File: src/rtl/evtcnt_pkg.sv
package evtcnt_pkg;
  localparam int CODE_W  = 6;
  localparam int CTRL_W  = 16;
  localparam int EN_BIT  = 15;
  localparam int ST_BIT  = 14;
  localparam int CLR_BIT = 13;
  localparam int OVF_BIT = 12;
  localparam int CKS_BIT = 8;
  localparam logic [CODE_W-1:0] CYCLE_CODE = 6'h23;

  typedef struct packed {
    logic              en;
    logic              st;
    logic              cks;
    logic [CODE_W-1:0] code;
  } cfg_t;

  // codes wired to an event source
  function automatic logic code_assigned(input logic [CODE_W-1:0] c);
    return (c >= 6'h01 && c <= 6'h0b) || (c >= 6'h0d && c <= 6'h1a) ||
           (c >= 6'h21 && c <= 6'h25) || (c >= 6'h27 && c <= 6'h29);
  endfunction

  function automatic logic [CTRL_W-1:0] pack_ctrl(input cfg_t cfg, input logic ovf);
    logic [CTRL_W-1:0] w;
    w              = '0;
    w[EN_BIT]      = cfg.en;
    w[ST_BIT]      = cfg.st;
    w[OVF_BIT]     = ovf;
    w[CKS_BIT]     = cfg.cks;
    w[CODE_W-1:0]  = cfg.code;
    return w;
  endfunction
endpackage

File: src/rtl/evtcnt_regif.sv
module evtcnt_regif #(
  parameter int NUM_CH    = 2,
  parameter int ADDR_W    = 6,
  parameter int CTRL_BASE = 0,
  parameter int CNT_BASE  = 32
) (
  input  logic              bus_en_i,
  input  logic              bus_we_i,
  input  logic [ADDR_W-1:0] bus_addr_i,
  output logic [NUM_CH-1:0] ctrl_wr_o,
  output logic [NUM_CH-1:0] ctrl_rd_o,
  output logic [NUM_CH-1:0] hi_rd_o,
  output logic [NUM_CH-1:0] lo_rd_o
);
  localparam int WA_W = ADDR_W - 2;

  logic [WA_W-1:0] wa;
  logic            rd, wr;
  logic            unused_lsb;

  assign wa         = bus_addr_i[ADDR_W-1:2];
  assign rd         = bus_en_i & ~bus_we_i;
  assign wr         = bus_en_i & bus_we_i;
  assign unused_lsb = ^bus_addr_i[1:0];

  for (genvar g = 0; g < NUM_CH; g++) begin : g_dec
    localparam logic [WA_W-1:0] CTRL_WA = WA_W'((CTRL_BASE + 4 * g) / 4);
    localparam logic [WA_W-1:0] HI_WA   = WA_W'((CNT_BASE + 8 * g) / 4);
    localparam logic [WA_W-1:0] LO_WA   = WA_W'((CNT_BASE + 8 * g + 4) / 4);
    assign ctrl_wr_o[g] = wr && (wa == CTRL_WA);
    assign ctrl_rd_o[g] = rd && (wa == CTRL_WA);
    assign hi_rd_o[g]   = rd && (wa == HI_WA);
    assign lo_rd_o[g]   = rd && (wa == LO_WA);
  end
endmodule

File: src/rtl/evtcnt_evsel.sv
module evtcnt_evsel
  import evtcnt_pkg::*;
#(
  parameter int NUM_EVT = 64
) (
  input  logic [CODE_W-1:0]  code_i,
  input  logic [NUM_EVT-1:0] event_i,
  output logic               hit_o
);
  localparam int PAD_W = 1 << CODE_W;

  logic [PAD_W-1:0] ev_pad;

  always_comb begin
    ev_pad              = '0;
    ev_pad[NUM_EVT-1:0] = event_i;
  end

  always_comb begin
    if (!code_assigned(code_i))   hit_o = 1'b0;
    else if (code_i == CYCLE_CODE) hit_o = 1'b1;
    else                           hit_o = ev_pad[code_i];
  end
endmodule

File: src/rtl/evtcnt_channel.sv
module evtcnt_channel
  import evtcnt_pkg::*;
#(
  parameter int CNT_W   = 48,
  parameter int LO_W    = 32,
  parameter int DATA_W  = 32,
  parameter int NUM_EVT = 64
) (
  input  logic              clk_i,
  input  logic              rst_ni,
  input  logic              ctrl_wr_i,
  input  logic              lo_rd_i,
  input  logic [CTRL_W-1:0] ctrl_wdata_i,
  input  logic [NUM_EVT-1:0] event_i,
  output logic [CTRL_W-1:0] ctrl_o,
  output logic [DATA_W-1:0] lo_o,
  output logic [DATA_W-1:0] hi_o
);
  localparam int HI_W = CNT_W - LO_W;

  cfg_t             cfg_q;
  logic [CNT_W-1:0] cnt_q;
  logic             ovf_q;
  logic [HI_W-1:0]  shd_q;
  logic             hit, active, clr;
  logic             unused_wbits;

  assign unused_wbits = ^{ctrl_wdata_i[OVF_BIT:CKS_BIT+1], ctrl_wdata_i[CKS_BIT-1:CODE_W]};

  evtcnt_evsel #(.NUM_EVT(NUM_EVT)) u_sel (
    .code_i (cfg_q.code),
    .event_i(event_i),
    .hit_o  (hit)
  );

  assign active = cfg_q.en & cfg_q.st & hit;
  assign clr    = ctrl_wr_i & ctrl_wdata_i[CLR_BIT];

  always_ff @(posedge clk_i or negedge rst_ni) begin
    if (!rst_ni) begin
      cfg_q <= '0;
    end else if (ctrl_wr_i) begin
      cfg_q.en   <= ctrl_wdata_i[EN_BIT];
      cfg_q.st   <= ctrl_wdata_i[ST_BIT];
      cfg_q.cks  <= ctrl_wdata_i[CKS_BIT];
      cfg_q.code <= ctrl_wdata_i[CODE_W-1:0];
    end
  end

  always_ff @(posedge clk_i or negedge rst_ni) begin
    if (!rst_ni) begin
      cnt_q <= '0;
      ovf_q <= 1'b0;
    end else if (clr) begin
      cnt_q <= '0;
      ovf_q <= 1'b0;
    end else if (active) begin
      cnt_q <= cnt_q + CNT_W'(1);
      if (&cnt_q) ovf_q <= 1'b1;
    end
  end

  always_ff @(posedge clk_i or negedge rst_ni) begin
    if (!rst_ni)      shd_q <= '0;
    else if (lo_rd_i) shd_q <= cnt_q[CNT_W-1:LO_W];
  end

  assign ctrl_o = pack_ctrl(cfg_q, ovf_q);
  assign lo_o   = DATA_W'(cnt_q[LO_W-1:0]);
  assign hi_o   = DATA_W'(shd_q);

  p_clear_r3: assert property (@(posedge clk_i) disable iff (!rst_ni)
    clr |=> (cnt_q == '0) && !ovf_q);
  p_step_r4: assert property (@(posedge clk_i) disable iff (!rst_ni)
    active && !clr |=> cnt_q == $past(cnt_q) + CNT_W'(1));
  p_hold_r5: assert property (@(posedge clk_i) disable iff (!rst_ni)
    !(cfg_q.en && cfg_q.st) && !clr |=> $stable(cnt_q));
  p_unassigned_r5: assert property (@(posedge clk_i) disable iff (!rst_ni)
    !code_assigned(cfg_q.code) && !clr |=> $stable(cnt_q));
  p_cycle_r6: assert property (@(posedge clk_i) disable iff (!rst_ni)
    cfg_q.en && cfg_q.st && (cfg_q.code == CYCLE_CODE) && !clr |=> cnt_q != $past(cnt_q));
  p_wrap_r7: assert property (@(posedge clk_i) disable iff (!rst_ni)
    active && !clr && (&cnt_q) |=> (cnt_q == '0) && ovf_q);
  p_sticky_r7: assert property (@(posedge clk_i) disable iff (!rst_ni)
    ovf_q && !clr |=> ovf_q);
  p_shadow_r9: assert property (@(posedge clk_i) disable iff (!rst_ni)
    lo_rd_i |=> shd_q == $past(cnt_q[CNT_W-1:LO_W]));
  p_shadow_hold_r9: assert property (@(posedge clk_i) disable iff (!rst_ni)
    !lo_rd_i |=> $stable(shd_q));
endmodule

File: src/rtl/dual_event_counter.sv
module dual_event_counter
  import evtcnt_pkg::*;
#(
  parameter int NUM_CH    = 2,
  parameter int NUM_EVT   = 64,
  parameter int CNT_W     = 48,
  parameter int LO_W      = 32,
  parameter int DATA_W    = 32,
  parameter int ADDR_W    = 6,
  parameter int CTRL_BASE = 0,
  parameter int CNT_BASE  = 32
) (
  input  logic               clk_i,
  input  logic               rst_ni,
  input  logic               bus_en_i,
  input  logic               bus_we_i,
  input  logic [ADDR_W-1:0]  bus_addr_i,
  input  logic [DATA_W-1:0]  bus_wdata_i,
  output logic [DATA_W-1:0]  bus_rdata_o,
  input  logic [NUM_EVT-1:0] event_i
);
  localparam logic [CTRL_W-1:0] CFG_MASK = ~(CTRL_W'(1) << OVF_BIT);

  logic [NUM_CH-1:0] ctrl_wr, ctrl_rd, hi_rd, lo_rd;
  logic [CTRL_W-1:0] ctrl_q [NUM_CH];
  logic [DATA_W-1:0] lo_q   [NUM_CH];
  logic [DATA_W-1:0] hi_q   [NUM_CH];
  logic              unused_wdata;

  assign unused_wdata = ^bus_wdata_i[DATA_W-1:CTRL_W];

  evtcnt_regif #(
    .NUM_CH   (NUM_CH),
    .ADDR_W   (ADDR_W),
    .CTRL_BASE(CTRL_BASE),
    .CNT_BASE (CNT_BASE)
  ) u_regif (
    .bus_en_i  (bus_en_i),
    .bus_we_i  (bus_we_i),
    .bus_addr_i(bus_addr_i),
    .ctrl_wr_o (ctrl_wr),
    .ctrl_rd_o (ctrl_rd),
    .hi_rd_o   (hi_rd),
    .lo_rd_o   (lo_rd)
  );

  for (genvar c = 0; c < NUM_CH; c++) begin : g_ch
    evtcnt_channel #(
      .CNT_W  (CNT_W),
      .LO_W   (LO_W),
      .DATA_W (DATA_W),
      .NUM_EVT(NUM_EVT)
    ) u_ch (
      .clk_i       (clk_i),
      .rst_ni      (rst_ni),
      .ctrl_wr_i   (ctrl_wr[c]),
      .lo_rd_i     (lo_rd[c]),
      .ctrl_wdata_i(bus_wdata_i[CTRL_W-1:0]),
      .event_i     (event_i),
      .ctrl_o      (ctrl_q[c]),
      .lo_o        (lo_q[c]),
      .hi_o        (hi_q[c])
    );
  end

  always_comb begin
    bus_rdata_o = '0;
    for (int c = 0; c < NUM_CH; c++) begin
      if (ctrl_rd[c]) bus_rdata_o = bus_rdata_o | DATA_W'(ctrl_q[c]);
      if (hi_rd[c])   bus_rdata_o = bus_rdata_o | hi_q[c];
      if (lo_rd[c])   bus_rdata_o = bus_rdata_o | lo_q[c];
    end
  end

  p_idle_rdata_r8: assert property (@(posedge clk_i) disable iff (!rst_ni)
    !bus_en_i |-> bus_rdata_o == '0);

  if (NUM_CH > 1) begin : g_indep
    p_indep_r10: assert property (@(posedge clk_i) disable iff (!rst_ni)
      ctrl_wr[0] |=> $stable(ctrl_q[1] & CFG_MASK));
  end
endmodule

File: config.mk
export PLATFORM = sky130hd
export DESIGN_NAME = dual_event_counter
export DESIGN_NICKNAME = d
export VERILOG_FILES = /design/src/rtl/evtcnt_pkg.sv /design/src/rtl/evtcnt_regif.sv /design/src/rtl/evtcnt_evsel.sv /design/src/rtl/evtcnt_channel.sv /design/src/rtl/dual_event_counter.sv
export SDC_FILE = /design/constraint.sdc
export NUM_CORES = 1
export LEC_CHECK = 0
export BUFFER_PORTS_ARGS = -buffer_cell sky130_fd_sc_hd__buf_2
export CAP_MARGIN = 5
export CORE_MARGIN = 3
export CORE_UTILIZATION = 59
export CTS_CLUSTER_DIAMETER = 120
export DETAILED_ROUTE_END_ITERATION = 8
export GPL_TIMING_DRIVEN = 0
export HOLD_SLACK_MARGIN = 0.15
export PLACE_DENSITY = 0.89
export SLEW_MARGIN = 20
export SYNTH_ARGS = -nofsm -noshare
export SYNTH_HDL_FRONTEND = slang
export SYNTH_HIERARCHICAL = 1
export SYNTH_SLANG_ARGS = --single-unit
File: constraint.sdc
create_clock -name clk_i -period 3.9 [get_ports clk_i]
set_input_delay 0.195 -clock clk_i [delete_from_list [all_inputs] [get_ports clk_i]]
set_output_delay 0.195 -clock clk_i [all_outputs]
set_load 0.1 [all_outputs]
# --- Yosys cells after proc, flatten, opt, wreduce, memory -nomap -nowiden ---
# Cells that the tools add are included.
classes:
  n_mux: 24
  eq_ne: 7
  reduce_logical: 31
  bitwise_logic: 14
  order_cmp: 18
  addsub: 2
ops:
  columns: ["operator", "count"]
  rows:
  - ["$mux W48", 4]
  - ["$mux W32", 4]
  - ["$add A48 B1 Y48 const B", 2]
  - ["$reduce_and A48 Y1", 2]
  - ["$or A32 B16 Y32", 2]
  - ["$or A32 B32 Y32", 2]
  - ["$mux W16", 2]
  - ["$ge A6 B6 Y1 const B", 4]
  - ["$le A6 B6 Y1 const B", 4]
  - ["$eq A4 B4 Y1 const B", 4]
  - ["$logic_and A1 B1 Y1", 16]
  - ["$or A16 B16 Y16", 1]
  - ["$lt A6 B7 Y1 const B", 2]
  - ["$bmux W1 S6", 2]
  - ["$eq A6 B6 Y1 const B", 2]
  - ["$ge A6 B1 Y1 const B", 2]
  - ["$ge A6 B4 Y1 const B", 2]
  - ["$le A6 B4 Y1 const B", 2]
  - ["$le A6 B5 Y1 const B", 2]
  - ["$mux W1", 12]
  - ["$and A1 B1 Y1", 8]
  - ["$reduce_bool A2 Y1", 4]
  - ["$logic_or A1 B1 Y1", 6]
  - ["$eq A4 B1 Y1 const B", 1]
  - ["other kinds (3)", 4]
totals:
  elab_cells: 110
  reg_bits: 148
  out_inout_bits: 32

# --- Depth between registers and ports, before layout ---
depth:
  depth_word: 14
  ltp_mapped: 14
  mapped_depth_nobuf: 10

# --- Cells and area by module ---
# The synthesis kept the hierarchy.
by_module_without_submodules:
  columns: ["mod", "area_each_um2", "seq_area_each_um2", "instances", "cells_each"]
  rows:
  - ["evtcnt_channel (g_ch[1].u_ch)", 4058.9, 1851.8, 1, 395]
  - ["evtcnt_channel (g_ch[0].u_ch)", 3982.6, 1851.8, 1, 395]
  - ["evtcnt_evsel", 681.9, 0.0, 2, 67]
  - ["dual_event_counter", 924.6, 0.0, 1, 128]
  - ["evtcnt_regif", 105.1, 0.0, 1, 13]

# --- Worst setup path after synthesis ---
# Ideal clock, no wire load.
synth_timing:
  path_type: "register to register"
  start: "reg g_ch[0].u_ch.cfg_q, in the netlist g_ch[0].u_ch/ctrl_o[0]"
  end: "reg g_ch[0].u_ch.cnt_q[34]"
  synth_period_minus_slack_ns: 3.126
  setup_time_ns: 0.078
  stages_incl_launch_ff: 14
  arrival_time_ns: 3.048
  setup_slack_ns: 0.774
  path_cell_list: "dfrtp_1 -> buf_6 -> buf_8 -> buf_8 -> mux2i_1 -> a221oi_2 -> o21ai_1 -> and4_1 -> a311oi_1 -> nand3_2 -> a211oi_2 -> nand2_1 -> or4_1 -> a21oi_1"
synth_via:
  elab_chain_cells: 8
  word_cells_on_any_way: 22
  cone_classes: "order compare: 8; eq/ne: 1; mux: 4; bitwise: 1; reduce/logical: 8"
synth_lines:
  columns: ["item", "line_no", "source"]
  rows:
  - ["start, declared", "evtcnt_channel.sv:21", "cfg_t cfg_q;"]
  - ["branches (longest 5 deep; another with $bmux W1 S6)", null, null]
  - ["$mux W1 *", "evtcnt_evsel.sv:20", "if (!code_assigned(code_i)) hit_o = 1'b0;"]
  - ["net g_ch[0].u_ch.hit", "evtcnt_channel.sv:25", "logic hit, active, clr;"]
  - ["$and A1 B1 Y1 *", "evtcnt_channel.sv:36", "assign active = cfg_q.en & cfg_q.st & hit;"]
  - ["$reduce_bool A2 Y1 (no source line) *", null, null]
  - ["end signal, assigned", "evtcnt_channel.sv:58", "cnt_q <= cnt_q + CNT_W'(1);"]
  - ["end, declared", "evtcnt_channel.sv:22", "logic [CNT_W-1:0] cnt_q;"]
# Mark *: on every way through the listed nets, which the timed path passes. The select of a mux whose other input is x is not followed.
# A chain may end at the register's enable or synchronous reset.

# --- Worst setup path after layout ---
layout_timing:
  start: "reg g_ch[1].u_ch.cfg_q, in the netlist g_ch[1].u_ch/ctrl_o[0]"
  end: "reg g_ch[1].u_ch.cnt_q[39]"
layout_via:
  elab_chain_cells: 8
  word_cells_on_any_way: 22
  cone_classes: "order compare: 8; eq/ne: 1; mux: 4; bitwise: 1; reduce/logical: 8"
layout_lines:
  columns: ["item", "line_no"]
  rows:
  - ["start, declared", "evtcnt_channel.sv:21"]
  - ["branches (longest 5 deep; another with $bmux W1 S6)", null]
  - ["$mux W1 *", "evtcnt_evsel.sv:20"]
  - ["net g_ch[1].u_ch.hit", "evtcnt_channel.sv:25"]
  - ["$and A1 B1 Y1 *", "evtcnt_channel.sv:36"]
  - ["$reduce_bool A2 Y1 (no source line) *", null]
  - ["end signal, assigned", "evtcnt_channel.sv:58"]
  - ["end, declared", "evtcnt_channel.sv:22"]
# Marks and branches as above.

==> results.md <==
- Synth area leaders: dfrtp_1 35%, buf_4 8.3%, a22oi_1 5.6%
- Hold slack: around 0.30 ns
- Port bufs: 112
- First-pass GRT wire length: approximately 48,000 um
- Initial antenna violation count: 0
- Setup slack after layout: between 0.15 and 0.2 ns
- Commonest non-fill, non-tap cell in the layout: dfrtp_1
- Routed Antenna Nets: 0
- Drt pass-1 iters: 5
- Async SR Flop Fraction: between 90% and 100%
- Clock root cell: clkbuf_16
- RR Startpoint: g_ch[1].u_ch/ctrl_o[0]$_DFFE_PN0P_
- Chip height: 139 um
- Top cell type's share of synthesized area: between 30 and 40%
- Total negative slack: 0 ns
- Gr ovfl total: 0
- Initial drt markers: approximately 1,000
- P&R area growth vs syn: 17.0%
- Core area: 16,900 um^2
- Synth Warn #: 6
- Cell internal pwr: roughly 2900 uW
- Final wirelength: 30,200 um
- NumNets Final: 1,360
- Vias after detailed routing: 9,334
- Max Slew Vio Count: 0
- Tmin final: roughly 3.7 ns
- Final Skew: between 0.01 and 0.015 ns
- DR vias/cell: roughly 6.3
- Worst slew pin tran: 0.831 ns
- N_diodes: 0
- Critical path class: flop to flop
- CP startpoint kind: flop
- Critical-path maximum fanout: 10
- Yosys reg bits: roughly 150
- Mapped cell area: approximately 10,000 um^2
- Peak VDD IR: between 0.3 and 0.4 mV
- Met1 usage: between 40 and 50%
- CP Launch Point: g_ch[1].u_ch/ctrl_o[0]$_DFFE_PN0P_
- Routed len/inst: around 20 um
- Worst-Skew Late Latency: about 0.44 ns
- Boundary pin count: ~140
- Routability Congestion: ~0.94
- Pwr dens: about 340 nW/um^2
- Max Cap Viol: 0
- Post-synth EDFFs: 0
- Vias in the first global route: roughly 9,000
- Met2 Resource Use GR: between 50% and 60%
- Die ar.: 19,300 um^2
- Synth area leader: dfrtp_1
- Slew HR: 44.5%
- Net Sw Frac: between 20% and 30%
- TritonCTS Buffers: 17
- GR Layer Usage met3: between 5 and 6%
- Net load switching power: between 1000 and 1500 uW
- RSZ-0062 raised after global routing: false
- Clock Path Buffers: 2
- Starting density of the core: about three fifths
- Clock network fraction of total power: 39.4%
- Syn_area_per_cell: between 9 and 10 um^2
- Top FF cell, synth: dfrtp_1
- Share of layout cells above drive strength 1: a little under a third
- Most Crowded Layer GR: met2
- Logic pwr share: a little under a fifth
- Largest net degree at the start of global routing: between 80 and 90
- Count of cell types in the netlist: 67
- Tcrit/Tclk final: 94.9%
- Drt drc: 0
- CP required: between 4 and 5 ns
- H-tree depth: 4
- Flop pwr share: a little over 40%
- Die X: 139 um
- Run status: finished, final reports clean
- Sink Count: 148
- Global Route Usage Sum: between 30% and 40%
- Setup violators final: 0
- Final count of hold timing violations: 0
- Post-DP HPWL: approximately 22,000 um
- Place WS: between 0.015 and 0.02 ns
- # rows: 47
- Commonest cells after routing, fill and taps aside: 148 x dfrtp_1, 129 x buf_2, 119 x buf_4
- Cells after Synth: approximately 1,100
- Min-delay worst type: input port to async pin
- TritonCTS clock tree: yes
- WP data arrival: roughly 4.0 ns
- Clk pin slew, worst setup/hold paths: roughly 0.070 ns
- Crit end category: flop
- F_max: ~0.27 GHz
- Sequential fraction of the synthesis area: a little over a third
- Static Leak: roughly 0.0058 uW
power groups by stage:
stage | Combinational [uW] | Clock [uW] | Sequential, uW
global route | 848 | 1700 | 1700
floorplan | 565 | 0 | 1690
CTS | 767 | 1630 | 1690
finish | 789 | 1620 | 1700
detailed placement | 755 | 0 | 1720
global placement | 730 | 0 | 1710
cells in the mapped netlist (13+ instances only):
cell type	count
a21oi_1	26
a22oi_1	78
and3_1	15
and4_1	15
buf_2	18
buf_4	116
clkbuf_1	13
dfrtp_1	148
mux2_2	52
mux2i_1	32
mux4_1	16
nand2_1	79
nand3_1	52
nand4_1	36
nor2_1	99
nor3_1	20
o21ai_0	13
or3_1	17
xnor2_1	33
xor2_1	39
per-layer routing:
layer  part of all wire, %  vias to the layer above
met5                     0                        -
met4                   3.1                        0
met3                   8.3                       89
met2                    49                      498
met1                    40                     4578
li1                      -                     4169
state kept, by name, indices dropped and copies added, names as in the netlist:
signal,count
g_ch.u_ch/ctrl_o,18
g_ch.u_ch/cnt_q,96
g_ch.u_ch/shd_q,32
g_ch.u_ch/ovf_q,2
final timing paths:
| check | to | slack [ns] | depth (start not counted) |
|---|---|---|---|
| worst max register to register | g_ch[1].u_ch/cnt_q[39]$_DFFE_PN0P_ | 0.20 | 14 |
| max in group asynchronous | g_ch[1].u_ch/cnt_q[32]$_DFFE_PN0P_ | 2.78 | 3 |
| worst max-delay path | g_ch[1].u_ch/cnt_q[39]$_DFFE_PN0P_ | 0.20 | 14 |
| worst min register to register | g_ch[0].u_ch/ovf_q$_DFFE_PN0P_ | 0.50 | 2 |
| min in group clk_i | g_ch[0].u_ch/cnt_q[41]$_DFFE_PN0P_ | 0.34 | 4 |
| worst min-delay path | g_ch[0].u_ch/cnt_q[15]$_DFFE_PN0P_ | 0.30 | 2 |
cell type report:
class,instances,area (um^2)
clock inverters,14,141
fillers,1190,4730
multi-input cells,792,5730
well taps,220,275
flip-flops and latches,148,3700
inverters,6,22.5
plain buffers,161,1170
repair buffers,126,721
clock buffers,18,439
stage by stage:
stage,total power [uW],utilization [%],std cells,area [um^2]
final,4100,72.1,1485,12200
after global routing,4250,72.1,1485,12200
after CTS,4090,71.7,1482,12100
after detailed placement,2470,67.7,1440,11500
after global placement,2440,67.5,1439,11400
after floorplan,2250,-,1107,10600
repair_timing:
| action | CTS | global route |
|---|---|---|
| setup endpoints to repair | 1 | 16 |
| endpoints found under the hold margin | 85 | 0 |
| hold buffers | 10 | 0 |
| setup buffers | 0 | 3 |
| resized for setup | 1 | 6 |
| pin swaps | 0 | 1 |
critical path: stages, from the launching register on:
cell and delay, ns:
dfrtp_1 0.40, buf_6 0.16, buf_8 0.15, buf_8 0.15, mux2i_1 0.14, a221oi_2 0.21, o21ai_1 0.10, and4_1 0.17
a311oi_1 0.46, and3_1 0.24, buf_2 0.19, nand4_1 0.48, nor4_1 0.48, xnor2_1 0.16, nor2_1 0.05
cell families after synthesis:
group | count (synthesis) | share of synthesized area, %
and+or+nand+nor | 416 | 22.4
buffers and inverters | 167 | 11.5
AOI/OAI and AO/OA | 156 | 11.2
DFF | 148 | 35.5
muxes | 102 | 13.1
xor gates and xnor gates | 72 | 6.04
adders and majority gates | 2 | 0.240
other | 2 | 0.0720
No activity file was read; power rests on OpenSTA's default activity.
